### config.mk
export PLATFORM = sky130hd
export DESIGN_NAME = irq_redir_regfile
export DESIGN_NICKNAME = d
export VERILOG_FILES = /design/src/rtl/irr_pkg.sv /design/src/rtl/irr_window_decode.sv /design/src/rtl/irr_entry_store.sv /design/src/rtl/irr_event_gen.sv /design/src/rtl/irr_readback.sv /design/src/rtl/irq_redir_regfile.sv
export SDC_FILE = /design/constraint.sdc
export NUM_CORES = 2
export LEC_CHECK = 0
export BUFFER_PORTS_ARGS = -buffer_cell sky130_fd_sc_hd__buf_2
export CAP_MARGIN = 20
export CORE_MARGIN = 5
export CORE_UTILIZATION = 23
export CTS_CLUSTER_DIAMETER = 40
export CTS_CLUSTER_SIZE = 14
export DETAILED_ROUTE_END_ITERATION = 8
export MAX_ROUTING_LAYER = met4
export SYNTH_ARGS = -nofsm -noshare
export SYNTH_HDL_FRONTEND = slang
export SYNTH_SLANG_ARGS = --single-unit
### constraint.sdc
create_clock -name clk -period 9.8 [get_ports clk]
set_clock_uncertainty 0.1 [all_clocks]
set_input_delay 1.96 -clock clk [delete_from_list [all_inputs] [get_ports clk]]
set_output_delay 1.96 -clock clk [all_outputs]
set_load 0.01 [all_outputs]
### src/rtl/irr_pkg.sv
// Package: shared field positions and the entry-merge rule for the
// redirection register file. Assumes 64-bit entries written as 32-bit halves.
package irr_pkg;

    localparam int ENTRY_W    = 64;
    localparam int HALF_W     = 32;
    localparam int BIT_DSTAT  = 12;
    localparam int BIT_RIRR   = 14;
    localparam int BIT_TRIG   = 15;
    localparam int BIT_MASK   = 16;

    localparam logic [7:0]  SEL_ID   = 8'h00;
    localparam logic [7:0]  SEL_VER  = 8'h01;

    // Low-half bits that software cannot write.
    localparam logic [HALF_W-1:0] RO_LO = (32'd1 << BIT_DSTAT) | (32'd1 << BIT_RIRR);

    localparam logic [ENTRY_W-1:0] ENTRY_RST = 64'd1 << BIT_MASK;

    // Apply a 32-bit data-port write to one half of an entry.
    function automatic logic [ENTRY_W-1:0] irr_merge(
        input logic [ENTRY_W-1:0] old_e,
        input logic [HALF_W-1:0]  wd,
        input logic               hi
    );
        logic [ENTRY_W-1:0] r;
        if (hi) begin
            r = {wd, old_e[HALF_W-1:0]};
        end else begin
            r = {old_e[ENTRY_W-1:HALF_W], (wd & ~RO_LO) | (old_e[HALF_W-1:0] & RO_LO)};
            r[BIT_RIRR] = 1'b0;
        end
        return r;
    endfunction

endpackage

### src/rtl/irr_window_decode.sv
// Module: holds the 8-bit select register and decodes which target it
// names. Assumes the table starts at TBL_BASE and NPINS*2+TBL_BASE < 512.
module irr_window_decode #(
    parameter int         NPINS    = 24,
    parameter logic [7:0] TBL_BASE = 8'h10,
    localparam int        IDXW     = $clog2(NPINS)
) (
    input  logic            clk,
    input  logic            rst_n,
    input  logic            sel_wr,
    input  logic [7:0]      sel_wdata,
    output logic [7:0]      sel_q,
    output logic            hit_id,
    output logic            hit_ver,
    output logic            hit_tbl,
    output logic            tbl_hi,
    output logic [IDXW-1:0] tbl_idx
);
    import irr_pkg::*;

    logic [8:0] offset;
    logic [8:0] slot;

    // Select register load.
    always_ff @(posedge clk) begin
        if (!rst_n) sel_q <= 8'h00;
        else if (sel_wr) sel_q <= sel_wdata;
    end

    // Target decode from the stored select.
    always_comb begin
        offset  = {1'b0, sel_q} - {1'b0, TBL_BASE};
        slot    = {1'b0, offset[8:1]};
        hit_id  = (sel_q == SEL_ID);
        hit_ver = (sel_q == SEL_VER);
        hit_tbl = (sel_q >= TBL_BASE) && (slot < 9'(NPINS));
        tbl_hi  = offset[0];
        tbl_idx = offset[IDXW:1];
    end

endmodule

### src/rtl/irr_entry_store.sv
// Module: per-pin 64-bit entry storage. Applies remote-IRR set/clear from
// side inputs, then any data-port write to one half. Assumes at most one
// table write per cycle.
module irr_entry_store #(
    parameter int  NPINS = 24,
    localparam int IDXW  = $clog2(NPINS)
) (
    input  logic                   clk,
    input  logic                   rst_n,
    input  logic                   wr_tbl,
    input  logic                   wr_hi,
    input  logic [IDXW-1:0]        wr_idx,
    input  logic [31:0]            wdata,
    input  logic [NPINS-1:0]       rirr_set,
    input  logic [NPINS-1:0]       eoi_clr,
    output logic [NPINS-1:0][63:0] entries
);
    import irr_pkg::*;

    for (genvar i = 0; i < NPINS; i++) begin : g_ent
        logic [63:0] nxt;

        // Next value: status update first, then the software write.
        always_comb begin
            nxt = entries[i];
            if (eoi_clr[i])  nxt[BIT_RIRR] = 1'b0;
            if (rirr_set[i]) nxt[BIT_RIRR] = 1'b1;
            if (wr_tbl && (wr_idx == IDXW'(i))) nxt = irr_merge(nxt, wdata, wr_hi);
        end

        // Entry register.
        always_ff @(posedge clk) begin
            if (!rst_n) entries[i] <= ENTRY_RST;
            else        entries[i] <= nxt;
        end
    end

endmodule

### src/rtl/irr_event_gen.sv
// Module: tracks per-pin pending bits and produces the registered
// mask-change and re-service pulses that follow a table write.
// Assumes old_entry is the stored entry at wr_idx in the write cycle.
module irr_event_gen #(
    parameter int  NPINS = 24,
    localparam int IDXW  = $clog2(NPINS)
) (
    input  logic             clk,
    input  logic             rst_n,
    input  logic             wr_tbl,
    input  logic             wr_hi,
    input  logic [IDXW-1:0]  wr_idx,
    input  logic [31:0]      wdata,
    input  logic [63:0]      old_entry,
    input  logic [NPINS-1:0] req_set,
    input  logic [NPINS-1:0] req_clr,
    output logic             mask_evt,
    output logic [IDXW-1:0]  mask_evt_pin,
    output logic             mask_evt_val,
    output logic             svc_req,
    output logic [IDXW-1:0]  svc_pin
);
    import irr_pkg::*;

    logic [NPINS-1:0] pend_q;
    logic [63:0]      new_entry;
    logic             mask_chg;
    logic             want_svc;

    // Pending request bits; clear has priority.
    always_ff @(posedge clk) begin
        if (!rst_n) pend_q <= '0;
        else        pend_q <= (pend_q | req_set) & ~req_clr;
    end

    // Result of the write and the two event conditions.
    always_comb begin
        new_entry = irr_merge(old_entry, wdata, wr_hi);
        mask_chg  = wr_tbl && (new_entry[BIT_MASK] != old_entry[BIT_MASK]);
        want_svc  = wr_tbl && new_entry[BIT_TRIG] && pend_q[wr_idx];
    end

    // Registered one-cycle event pulses.
    always_ff @(posedge clk) begin
        if (!rst_n) begin
            mask_evt     <= 1'b0;
            mask_evt_pin <= '0;
            mask_evt_val <= 1'b0;
            svc_req      <= 1'b0;
            svc_pin      <= '0;
        end else begin
            mask_evt     <= mask_chg;
            mask_evt_pin <= mask_chg ? wr_idx : '0;
            mask_evt_val <= mask_chg & new_entry[BIT_MASK];
            svc_req      <= want_svc;
            svc_pin      <= want_svc ? wr_idx : '0;
        end
    end

endmodule

### src/rtl/irr_readback.sv
// Module: combinational readback mux for the data port.
// Assumes decode flags are mutually exclusive.
module irr_readback #(
    parameter int         NPINS   = 24,
    parameter logic [7:0] VERSION = 8'h11,
    localparam int        IDXW    = $clog2(NPINS)
) (
    input  logic                   hit_id,
    input  logic                   hit_ver,
    input  logic                   hit_tbl,
    input  logic                   tbl_hi,
    input  logic [IDXW-1:0]        tbl_idx,
    input  logic [3:0]             id_q,
    input  logic [NPINS-1:0][63:0] entries,
    output logic [31:0]            rdata
);
    localparam logic [7:0] MAX_IDX = 8'(NPINS - 1);

    logic [63:0] sel_entry;

    // Pick the selected register's 32-bit view.
    always_comb begin
        sel_entry = entries[tbl_idx];
        rdata     = 32'h0;
        if (hit_id)       rdata = {4'h0, id_q, 24'h0};
        else if (hit_ver) rdata = {8'h00, MAX_IDX, 8'h00, VERSION};
        else if (hit_tbl) rdata = tbl_hi ? sel_entry[63:32] : sel_entry[31:0];
    end

endmodule

### src/rtl/irq_redir_regfile.sv
// Module: top of the indirect-window redirection register file. Ties the
// select decode, ID register, entry storage, event generation and readback.
// Assumes sel_wr and data_wr are not asserted together.
module irq_redir_regfile #(
    parameter int         NPINS    = 24,
    parameter logic [7:0] VERSION  = 8'h11,
    parameter logic [7:0] TBL_BASE = 8'h10,
    localparam int        IDXW     = $clog2(NPINS)
) (
    input  logic             clk,
    input  logic             rst_n,
    input  logic             sel_wr,
    input  logic [7:0]       sel_wdata,
    input  logic             data_wr,
    input  logic [31:0]      data_wdata,
    output logic [31:0]      data_rdata,
    input  logic [NPINS-1:0] req_set,
    input  logic [NPINS-1:0] req_clr,
    input  logic [NPINS-1:0] rirr_set,
    input  logic [NPINS-1:0] eoi_clr,
    output logic             mask_evt,
    output logic [IDXW-1:0]  mask_evt_pin,
    output logic             mask_evt_val,
    output logic             svc_req,
    output logic [IDXW-1:0]  svc_pin
);
    logic [7:0]             sel_q;
    logic                   hit_id;
    logic                   hit_ver;
    logic                   hit_tbl;
    logic                   tbl_hi;
    logic [IDXW-1:0]        tbl_idx;
    logic [3:0]             id_q;
    logic                   wr_tbl;
    logic [NPINS-1:0][63:0] entries;

    irr_window_decode #(.NPINS(NPINS), .TBL_BASE(TBL_BASE)) u_dec (
        .clk(clk), .rst_n(rst_n), .sel_wr(sel_wr), .sel_wdata(sel_wdata),
        .sel_q(sel_q), .hit_id(hit_id), .hit_ver(hit_ver), .hit_tbl(hit_tbl),
        .tbl_hi(tbl_hi), .tbl_idx(tbl_idx)
    );

    assign wr_tbl = data_wr & hit_tbl;

    // ID register: only data bits 27:24 are kept.
    always_ff @(posedge clk) begin
        if (!rst_n)                id_q <= 4'h0;
        else if (data_wr && hit_id) id_q <= data_wdata[27:24];
    end

    irr_entry_store #(.NPINS(NPINS)) u_store (
        .clk(clk), .rst_n(rst_n), .wr_tbl(wr_tbl), .wr_hi(tbl_hi),
        .wr_idx(tbl_idx), .wdata(data_wdata), .rirr_set(rirr_set),
        .eoi_clr(eoi_clr), .entries(entries)
    );

    irr_event_gen #(.NPINS(NPINS)) u_evt (
        .clk(clk), .rst_n(rst_n), .wr_tbl(wr_tbl), .wr_hi(tbl_hi),
        .wr_idx(tbl_idx), .wdata(data_wdata), .old_entry(entries[tbl_idx]),
        .req_set(req_set), .req_clr(req_clr), .mask_evt(mask_evt),
        .mask_evt_pin(mask_evt_pin), .mask_evt_val(mask_evt_val),
        .svc_req(svc_req), .svc_pin(svc_pin)
    );

    irr_readback #(.NPINS(NPINS), .VERSION(VERSION)) u_rd (
        .hit_id(hit_id), .hit_ver(hit_ver), .hit_tbl(hit_tbl), .tbl_hi(tbl_hi),
        .tbl_idx(tbl_idx), .id_q(id_q), .entries(entries), .rdata(data_rdata)
    );

endmodule

## After elaboration in Yosys (flattened, before gate mapping)

Cells that the tools add are included.
W data, S select, Z words.

- Register bits after elaboration: 1585
- Output and inout port bits: 45

- $add $sub $neg: 1
- Order comparisons: 3
- Equal/unequal tests: 25
- Muxes and demuxes: 105
- Bitwise gates (word level): 31
- Reduce and logical (&&, ||, !) cells: 81

Operators with widths:

| kind | number |
|---|---|
| $or A32 B15 Y32 | 24 |
| $mux W15 | 48 |
| $bmux W64 S5 | 1 |
| $mux W32 | 4 |
| $reduce_and A2 Y1 | 50 |
| $mux W64 | 1 |
| $mux W1 | 49 |
| $eq A5 B4 Y1 const B | 8 |
| $eq A5 B5 Y1 const B | 8 |
| $logic_and A1 B1 Y1 | 29 |
| $and A24 B24 Y24 | 1 |
| $not A24 Y24 | 1 |
| $or A24 B24 Y24 | 1 |
| $eq A5 B3 Y1 const B | 4 |
| $mux W17 | 1 |
| $or A17 B15 Y17 | 1 |
| $eq A5 B2 Y1 const B | 2 |
| $sub A8 B5 Y9 const B | 1 |
| $eq A8 B1 Y1 const B | 1 |
| $ge A8 B5 Y1 const B | 1 |
| $logic_not A8 Y1 | 1 |
| $lt A8 B5 Y1 const B | 1 |
| $lt A5 B6 Y1 const B | 1 |
| $bmux W1 S5 | 1 |
| 5 further kinds | 6 |

## Longest topological paths before layout

- Depth after elaboration: 8
- Depth in mapped cells: 13
- Mapped depth without buffers: 8

## By module

A second synthesis with hierarchy kept.

- Cell total of the unflattened synthesis: 7722
- Area, all modules: 81199.1 um2

Modules (own cells, without submodules):

| module | times used | cells an instance | area each (um2) | seq. area each (um2) |
|---|---|---|---|---|
| irr_entry_store | 1 | 5172 | 54177.0 | 30269.0 |
| irq_redir_regfile | 1 | 1448 | 13018.7 | 80.1 |
| irr_readback | 1 | 927 | 12179.2 | 0.0 |
| irr_event_gen | 1 | 132 | 1387.6 | 740.7 |
| irr_window_decode | 1 | 43 | 436.7 | 160.2 |

## Worst setup path before layout

No wires, ideal clock.

- Path type: register to output
- Start: reg u_dec.sel_q[4]
- End: out data_rdata[24]
- Arrival: 2.800 ns
- Slack: 4.940 ns
- Stages on the path, launching flop included: 13
- Cells stage by stage: dfxtp_1 -> clkbuf_2 -> inv_1 -> clkbuf_1 -> ha_1 -> buf_2 -> nand4bb_1 -> a21oi_1 -> buf_2 -> buf_2 -> nor2_1 -> a2111o_1 -> o211ai_1

- Word-level cells in the longest chain between the ends: 7

RTL lines:

| element | RTL line | source |
|---|---|---|
| start, declared | irr_window_decode.sv:12 | `output logic [7:0] sel_q,` |
| start signal, assigned | irr_window_decode.sv:27 | `else if (sel_wr) sel_q <= sel_wdata;` |
| $sub A8 B5 Y9 * | irr_window_decode.sv:32 | `offset = {1'b0, sel_q} - {1'b0, TBL_BASE};` |
| net tbl_idx[3] | irq_redir_regfile.sv:32 | `logic [IDXW-1:0] tbl_idx;` |
| $bmux W64 S5 | irr_readback.sv:23 | `sel_entry = entries[tbl_idx];` |
| $mux W64 (not written as such) | irr_readback.sv:23 |  |
| $mux W32 | irr_readback.sv:27 | `else if (hit_tbl) rdata = tbl_hi ? sel_entry[63:32] : sel_entry[31:0];` |
| $mux W32 * | irr_readback.sv:27 |  |
| $mux W32 * | irr_readback.sv:26 | `else if (hit_ver) rdata = {8'h00, MAX_IDX, 8'h00, VERSION};` |
| $mux W32 * | irr_readback.sv:25 | `if (hit_id) rdata = {4'h0, id_q, 24'h0};` |
| end, declared | irq_redir_regfile.sv:16 | `output logic [31:0] data_rdata,` |

Mark *: on every way through the listed nets, which the timed path passes. The rest lies on a longest branch. The select of a mux whose other input is x is not followed.

## Final worst setup path

- Start: reg u_dec.sel_q[4]
- End: out data_rdata[22]

- Word-level cells in the longest chain between the ends: 7

RTL lines:

| element | RTL line |
|---|---|
| $sub A8 B5 Y9 | irr_window_decode.sv:32 |
| $bmux W64 S5 | irr_readback.sv:23 |
| $mux W64 (not written as such) | irr_readback.sv:23 |
| $mux W32 (2 in series) | irr_readback.sv:27 |
| $mux W32 | irr_readback.sv:26 |
| $mux W32 * | irr_readback.sv:25 |

Every way passes the cells marked *; elsewhere a longest branch is shown, timed or not. The select of a mux whose other input is x is not followed.

==> summary.txt <==
GRT
  • Pin count of the biggest net entering global routing: 195
  • Grt ovf: 0
  • Antenna violations before repair: 12
  • First-pass GRT wire length: 311,000 um
  • Tot GR Track Use: 0.145
  • Vias in the first global route: 48,200

Clock network
  • Clock Tree Buf Depth: 4
  • Root buffer cell: clkbuf_16
  • H-tree levels: 4
  • Post-cts resize count: 0
  • Latest clock arrival within the worst-skew pair: 0.85 ns
  • Clock sinks: 1,561
  • Num CTS Buffers: 185
  • Setup Buffers After CTS: 0
  • Post-CTS Hold Buffers: 0
  • CTS tree: built
  • Reg clk slew, reported paths: ~0.060 ns

Power and ir drop
  • Tot Pwr: between 10 and 15 mW
  • PD cells: slightly below 200 nW/um2
  • Leakage: roughly 24 nW
  • VDD IR max: between 0.1 and 0.15 mV

Critical path
  • Critical Path RT: between 7 and 8 ns
  • Crit end category: output port
  • Critical Path, Cell by Cell: inv_1, ha_1, buf_4, nand4bb_1, a21o_1, nand2_2, o21ai_0, a21oi_1, buf_2
  • Worst R2R Start: u_dec.sel_q[4]
  • CP top delay family: compound AO/OA/AOI/OAI gates
  • Worst setup path start: u_dec.sel_q[4]
  • Crit Path Category: register to output port
  • Crit-path slowest cell: a21oi_1
  • CP peak stage delay: between 0.9 and 1 ns
  • CP max FO: 28
  • WP data arrival: between 4 and 5 ns
  • Buf/Inv on CP: 3
  • Startpoint types: register

Timing
  • Final Max Tran Viols: 0
  • Fin. Hold Viols: 0
  • RSZ-0062 raised after global routing: no
  • Worst Hold Margin: 0.357 ns
  • Setup_tns: 0 ns
  • Final Critical Period: between 6 and 7 ns
  • FMAX: ~140 MHz
  • Setup violators final: 0
  • Slew HR: 0.220
  • Final worst path period share: 0.706
  • Slew @ Worst Pin: 1.17 ns

Routing
  • Avg WL per Cell: 21.2 um
  • Vias: about 50,000
  • DRT iter0 DRCs: slightly above 5,000
  • Routed WL: 209,000 um
  • Detailed Routing Iterations Pass 1: 6
  • Detailed-route vias per instance: between 5 and 6
  • DRC viols: 0
  • Final ANT Viol Nets: 0

Floorplanning
  • Die ar.: 284,000 um2
  • Starting Density: 0.231
  • Row count: 192
  • Core area: ~270,000 um2
  • IO Pins: 185
  • Chip Width: around 530 um
  • Die height: approximately 530 um

Finish
  • Layout area overhead: 15.9%
  • Layout cell share with drive strength beyond 1: 0.170
  • Layout Nets: 6,261
  • Finished Cell Area: approximately 73,000 um2
  • Final Util: 0.267

Logic synthesis
  • Post-Synthesis Cell Area: about 63,000 um2
  • Synth warnings: 0
  • Primary FF master, synth: dfxtp_1
  • Yosys reg bits: between 1,500 and 2,000
  • Post-synth EDFFs: 0
  • Fraction of registers with async set or reset after synthesis: 0
  • Seq/Total Area, Yosys: 0.497
  • Syn Inst Count: 6,429
  • Cell variety after synth: just over 60
  • Synth Net Count: around 6,600
  • Syn avg cell area: around 9.8 um2

Placed design
  • Placer Congestion: ~0.84
  • Hpwl dp: approximately 130,000 um
  • Dpl cell area: between 60,000 and 70,000 um2
  • PortBufs: 184

Hold path
  • Hold Path Class: register to register
  • Worst Hold Launch: u_store.entries[352]

Outcome
  • Run status: complete, no violations

Job
  • Max cap viols: 0
-- Yosys cell counts, drive strengths merged, types with 7 or more instances --
cell type     n  area [um2]
a21oi        47         235
a221oi       64         561
a22oi        51         383
and3         16         100
buf         330        1530
clkbuf      475        1780
dfxtp      1561       31200
inv           7        26.3
mux2         11         124
mux2i       114        1140
mux4        341        7680
nand2        87         327
nand3      1474        7380
nor2         43         161
nor2b        37         231
nor3b        26         195
o2111ai      48         748
o211a        26         260
o211ai       55         413
o21ai      1525        7630
o22a         21         184
o22ai        14        87.6
-- power by group --
group	switching, mW	leakage [nW]	total, mW	internal [mW]
logic	0.535	8.01	0.716	0.182
clock network	2.90	3.04	6.97	4.07
registers	0.0274	12.6	6.39	6.36
-- cell families (layout without fill, tap and decap cells) --
| logic type | Yosys count | in the layout | share of synthesized area |
|---|---|---|---|
| and+or+nand+nor | 1705 | 1705 | 0.136 |
| other | 0 | 7 | 0 |
| adders and majority gates | 1 | 1 | 0.000199 |
| muxes | 466 | 466 | 0.142 |
| DFF | 1561 | 1561 | 0.497 |
| xor gates and xnor gates | 1 | 1 | 0.000139 |
| AOI/OAI and AO/OA | 1882 | 1882 | 0.171 |
| buffers and inverters | 813 | 644 | 0.0532 |
-- placed cells by master (no fill, tap or decap), drive strengths merged, types with 4 or more instances in the layout --
master	netlist	routed
a221oi	64	64
nor2	43	43
mux2i	114	114
a21oi	47	47
nand2b	4	4
bufinv	0	15
and3	16	16
buf	330	309
diode	0	7
o211a	26	26
clkinvlp	0	11
clkbuf	475	213
o211ai	55	55
mux2	11	11
nor2b	37	37
a22oi	51	51
a31oi	4	4
and2	4	4
o21ai	1525	1525
nor3b	26	26
clkinv	1	52
dfxtp	1561	1561
mux4	341	341
a21boi	4	4
o2111ai	48	48
inv	7	44
nand2	87	87
a211oi	4	4
and3b	4	4
o22ai	14	14
nand3	1474	1474
o22a	21	21
-- metal layers --
layer  routed length (um)  track usage  up-vias  share of wire
met5                    0            -        -              0
met4                13000       0.0810        0          0.062
met3                13700       0.0224      529          0.066
met2               100000        0.240     1834           0.48
met1                81800        0.167    24600           0.39
li1                     -            -    23300              -
-- final timing paths --
kind                                              to  slack [ns]  depth (start not counted)
worst max register to register  u_store.entries[168]        4.90                         11
worst min-delay path            u_store.entries[352]        0.36                          2
worst max-delay path                  data_rdata[22]        2.88                          9
worst min register to register  u_store.entries[352]        0.36                          2
-- layout make-up --
type | count | area (um2)
Clock inverter | 114 | 1300
Clock buffer | 213 | 4920
Antenna cell | 7 | 17.5
Fill cell | 28500 | 200000
Sequential cell | 1561 | 31300
Tap cell | 3589 | 4490
Inverter | 8 | 31.3
Timing Repair Buffer | 309 | 1940
Multi-Input combinational cell | 4055 | 28900
-- sequential cells by signal, indices dropped and copies added, names as in the netlist --
register	cells
u_evt.mask_evt	1
id_q	4
u_evt.pend_q	24
u_evt.svc_pin	5
u_evt.mask_evt_pin	5
u_evt.mask_evt_val	1
u_dec.sel_q	8
u_evt.svc_req	1
u_store.entries	1512
-- worst register-to-register path: cells and delay by family (launching register included) --
kind,cells,cell delay [ns]
flip-flops,1,0.31
AND/OR/NAND/NOR,2,0.50
buffers and inverters,5,2.65
AO/OA/AOI/OAI,3,0.96
adder cells (fa/ha/maj),1,0.25
-- per-stage QoR --
step                instances  setup slack, ns
floorplan                6429             4.94
global placement         9521             3.72
detailed placement       9522             3.83
CTS                      9849             2.93
global route             9855             2.78
finish                   9856             2.88
No activity file was read; power rests on OpenSTA's default activity.
